`config.mk`:
```
export PLATFORM = sky130hd
export DESIGN_NAME = sertx_port
export DESIGN_NICKNAME = d
export VERILOG_FILES = /design/src/rtl/sertx_port.sv
export SDC_FILE = /design/constraint.sdc
export NUM_CORES = 1
export LEC_CHECK = 0
export BUFFER_PORTS_ARGS = -buffer_cell sky130_fd_sc_hd__buf_4
export CAP_MARGIN = 20
export CORE_MARGIN = 8
export CORE_UTILIZATION = 54
export DETAILED_ROUTE_END_ITERATION = 6
export GPL_ROUTABILITY_DRIVEN = 0
export GPL_TIMING_DRIVEN = 0
export PLACE_DENSITY = 0.76
export SLEW_MARGIN = 10
export SYNTH_ARGS = -nofsm -noshare
export SYNTH_HDL_FRONTEND = slang
export SYNTH_SLANG_ARGS = --single-unit
```
`constraint.sdc`:
```
create_clock -name clk -period 2.98 [get_ports clk]
set_input_delay 0.596 -clock clk [delete_from_list [all_inputs] [get_ports clk]]
set_output_delay 0.596 -clock clk [all_outputs]
set_load 0.01 [all_outputs]
```
`src/rtl/sertx_port.sv`:
```
module sertx_port #(
  parameter int DIVW = 8
) (
  input  logic        clk,
  input  logic        rst_n,
  input  logic        soft_rst,
  input  logic        bus_we,
  input  logic [1:0]  bus_addr,
  input  logic [15:0] bus_wdata,
  output logic [15:0] bus_rdata,
  output logic        ser_clk,
  output logic        ser_fs,
  output logic        ser_dat
);
  localparam int WMAX = 16;
  localparam int BCW  = $clog2(WMAX + 1);
  localparam logic [1:0] A_CFG = 2'd0, A_DIV = 2'd1, A_BUF = 2'd2, A_STAT = 2'd3;

  logic            cfg_en, cfg_ind, act_ind;
  logic [3:0]      cfg_len, act_len;
  logic [DIVW-1:0] div_q, cnt;
  logic [WMAX-1:0] buf_q, shreg;
  logic            full, uf, in_frame;
  logic [BCW-1:0]  bitc;

  wire wr_cfg  = bus_we && bus_addr == A_CFG;
  wire wr_div  = bus_we && bus_addr == A_DIV;
  wire wr_buf  = bus_we && bus_addr == A_BUF;
  wire wr_stat = bus_we && bus_addr == A_STAT;

  wire            half      = cfg_en && cnt >= div_q;
  wire            tick      = half && !ser_clk;
  wire [BCW-1:0]  wlen      = (act_len < 4'd2) ? BCW'(3) : BCW'(act_len) + BCW'(1);
  wire [BCW-1:0]  pad       = BCW'(WMAX) - wlen;
  wire            frame_end = !in_frame || bitc == wlen;
  wire            start     = tick && frame_end && (full || act_ind);

  always_comb begin
    case (bus_addr)
      A_CFG:   bus_rdata = {8'd0, cfg_len, 2'b00, cfg_ind, cfg_en};
      A_DIV:   bus_rdata = 16'(div_q);
      A_BUF:   bus_rdata = buf_q;
      default: bus_rdata = {14'd0, uf, full};
    endcase
  end

  always_ff @(posedge clk or negedge rst_n) begin
    if (!rst_n) begin
      cfg_en <= 1'b0; cfg_ind <= 1'b0; cfg_len <= '0;
      act_ind <= 1'b0; act_len <= '0; div_q <= '0;
    end else if (soft_rst) begin
      cfg_en <= 1'b0; cfg_ind <= 1'b0; cfg_len <= '0;
      act_ind <= 1'b0; act_len <= '0; div_q <= '0;
    end else begin
      if (wr_cfg) begin
        cfg_en <= bus_wdata[0];
        if (!cfg_en) begin
          cfg_ind <= bus_wdata[1];
          cfg_len <= bus_wdata[7:4];
          if (bus_wdata[0]) begin
            act_ind <= bus_wdata[1];
            act_len <= bus_wdata[7:4];
          end
        end
      end
      if (wr_div) div_q <= bus_wdata[DIVW-1:0];
    end
  end

  always_ff @(posedge clk or negedge rst_n) begin
    if (!rst_n) begin
      buf_q <= '0; full <= 1'b0; uf <= 1'b0;
    end else if (soft_rst) begin
      buf_q <= '0; full <= 1'b0; uf <= 1'b0;
    end else begin
      if (wr_buf) buf_q <= bus_wdata;
      if (wr_buf)     full <= 1'b1;
      else if (start) full <= 1'b0;
      if (start && !full)                uf <= 1'b1;
      else if (wr_stat && bus_wdata[1])  uf <= 1'b0;
    end
  end

  always_ff @(posedge clk or negedge rst_n) begin
    if (!rst_n) begin
      cnt <= '0; ser_clk <= 1'b0; ser_fs <= 1'b0; ser_dat <= 1'b0;
      bitc <= '0; in_frame <= 1'b0; shreg <= '0;
    end else if (soft_rst || !cfg_en) begin
      cnt <= '0; ser_clk <= 1'b0; ser_fs <= 1'b0; ser_dat <= 1'b0;
      bitc <= '0; in_frame <= 1'b0; shreg <= '0;
    end else begin
      cnt <= half ? '0 : cnt + 1'b1;
      if (half) ser_clk <= !ser_clk;
      if (tick) begin
        if (frame_end) begin
          ser_dat <= 1'b0;
          bitc    <= '0;
          if (full || act_ind) begin
            ser_fs   <= 1'b1;
            in_frame <= 1'b1;
            shreg    <= full ? (buf_q << pad) : '0;
          end else begin
            ser_fs   <= 1'b0;
            in_frame <= 1'b0;
          end
        end else begin
          ser_fs  <= 1'b0;
          ser_dat <= shreg[WMAX-1];
          shreg   <= shreg << 1;
          bitc    <= bitc + 1'b1;
        end
      end
    end
  end
endmodule

```
==> flow_summary.ini <==
[timing]
finalSetupTns_ps = 0
slew_headroom_pct = 41.2
tightest_slew_ps = 882
slew_violations = 0
rsz0062_at_grt = no
hold_viol = 0
setup_viol = 0
clock_skew_ps = 7.16
fmax_mhz = 359
fin_crit_sh_pct = 93.5
fin_crit_ps = 2790

[route]
drt-initial-drc-count = 164
ant_nets = 0
dr.pass1.iters = 6
wire_per_inst_um = 18.6
wirelength_mm = 11.3
drc_errors = 0
vias_per_cell = 6.17
vias = 3766

[critical_path]
endpoint_kind = primary output
crit_arrival_ps = 2190
worstSetupPathType = in2out
cp-start-kind = input pin
reg2reg_slack_ps = 210
critPathMaxFanout = 10
cp_data_required_time_ps = 2380

[logic_synthesis]
async_reset_ff_share_pct = 100
synth_adder_area_share_pct = 3.40
synth_common_cells = dfrtp_1, nand2_1, nor2_1, a21oi_1, a22o_1
syn_inst = 452
synth_most_common_cell = dfrtp_1
ys_seq_elements = 70
synth_area_leaders = dfrtp_1, a22o_1, mux2_2
synth_top_area_cell = dfrtp_1
yosysSeqAreaShare_pct = 39.6
synth_flop_cell = dfrtp_1
yosys.cell_types.count = 60
synthDominantCellAreaShare_pct = 39.6
synth_fp_nets = 486
synth_compound_area_share_pct = 20.2
syn_area_per_cell_um2 = 9.78
synth_top_family_by_area = compound AO/OA/AOI/OAI gates
synthXorXnorAreaFrac_pct = 2.12
yosysWarnings = 0
synth-simple-area-share_pct = 17.9
synthMuxAreaShare_pct = 12.2
synth-edff-count = 0
syn_area_um2 = 4420

[grt]
grtUsageTotal_pct = 20.7
antenna_found_initial = 0
grt_max_degree = 71
grt_pass1_wl_mm = 18.9
grt_pass1_vias = 3866
grt_overflow = 0

[placement]
dp_hpwl_mm = 8.24
portBuffers = 38
dp.cells = 595

[floorplan]
chipHeight_um = 106
rows = 33
core-area_um2 = 8090
start_util_pct = 54.6
die_w_um = 106
die-area_um2 = 11300
ios = 41

[pwr]
leakage_nw = 2.30
ir_drop_mv = 0.285
power.density_nw_per_um2 = 474

[clock_tree]
cts_buffers = 9
clkLatencyLatePin_ps = 360
htree_num_levels = 3
path_clk_slew_ps = 70
tritoncts = done
clkSinkCount = 70
clockRootBuffer = clkbuf_8
hold_buffers = 0
clockBufferDepth = 2

[layout]
num-nets-final = 535
multiInputGateArea_um2 = 2500
layout.cells.non_filler = 610
num-fill-cells = 694
diodes = 0
final_layout_size_suffix_gt1_share_pct = 22.2
utilization_pct = 63.2
seq_area_um2 = 1750
syn2layout_area_growth_pct = 15.7

[worst_hold_path]
hp-class = in2async

[flow_run]
drv_cap = 0

[run_status]
status = complete, no violations
## report_power, final
part | leakage, nW | switching [mW] | total [mW] | internal (mW)
logic | 1.23 | 0.277 | 0.477 | 0.200
registers | 0.960 | 0.0299 | 1.00 | 0.974
clock network | 0.115 | 0.393 | 0.945 | 0.551
## kinds of logic (layout without fill, tap and decap cells)
family,after synthesis,count (layout)
multiplexers,43,43
buffers and inverters,43,96
adder cells (fa/ha/maj),12,12
flip-flops,70,70
XOR/XNOR,9,9
AO/OA/AOI/OAI,115,115
AND/OR/NAND/NOR,160,160
## per-layer routing
metal | share of wire (%) | global-route usage, % | up-vias
li1 | - | - | 1755
met1 | 44 | 25.9 | 1849
met2 | 49 | 34.6 | 134
met3 | 5.3 | 3.27 | 28
met4 | 2.4 | 9.45 | 0
met5 | 0 | 0 | -
## final cells by class
| type | count | area share (%) |
|---|---|---|
| Multi-Input combinational cell | 339 | 48.8 |
| Sequential cell | 70 | 34.3 |
| Timing Repair Buffer | 39 | 5.73 |
| Buffer | 26 | 2.79 |
| Tap cell | 105 | 2.57 |
| Clock buffer | 9 | 2.42 |
| Clock inverter | 6 | 2.18 |
| Inverter | 16 | 1.17 |
## worst max-delay path, stage by stage
cell and delay [ps]:
clkbuf_1 380, nor2b_1 410, clkbuf_1 410, nand2_1 90, o21ai_0 130, buf_4 180
## through the flow
stage	power [mW]	area (µm²)	hold slack (ps)	worst slack [ps]
final	2.43	5110	359	194
after global routing	2.51	5110	443	41.1
after CTS	2.41	5080	398	77.1
after detailed placement	1.47	4840	493	-448
after global placement	1.46	4840	486	-394
after floorplan	1.34	4420	300	22.3
## state kept, by name (all words and copies together) (netlist names), 4 cells and up
signal	flops
act_len	4
bitc	5
buf_q	16
cfg_len	4
cnt	8
div_q	8
shreg	16
## path summary, 6_finish.rpt
check | depth (start not counted) | start | to
max in group asynchronous | 1 | rst_n | act_len[1]
worst max-delay path | 6 | bus_addr[0] | bus_rdata[6]
min in group clk | 2 | bus_wdata[12] | buf_q[12]
worst min-delay path | 1 | rst_n | shreg[15]
worst min register to register | 1 | cnt[0] | cnt[0]
worst max register to register | 10 | act_len[2] | shreg[12]
## what timing repair did
item	CTS	global route
hold endpoints to repair	0	0
gates resized for setup	2	8
setup buffers	1	0
endpoints found under the setup margin	15	19
pin swaps	1	0
## cells in the final DEF (no fill, tap or decap), drive strengths merged, types with 5 or more instances in the layout
cell type | Yosys | layout
a221o | 12 | 12
and2 | 13 | 13
o21ai | 9 | 9
dfrtp | 70 | 70
nor2b | 12 | 12
inv | 16 | 16
nand2 | 42 | 42
mux2i | 19 | 19
mux4 | 7 | 7
nand2b | 7 | 7
nand3 | 24 | 24
o211ai | 5 | 5
a21o | 5 | 5
buf | 11 | 50
a211oi | 5 | 5
mux2 | 17 | 17
a21oi | 29 | 29
ha | 12 | 12
nor2 | 35 | 35
and3 | 5 | 5
clkbuf | 16 | 24
a22o | 24 | 24
xor2 | 5 | 5
nor3 | 12 | 12
(Power assumes the default switching activity.)
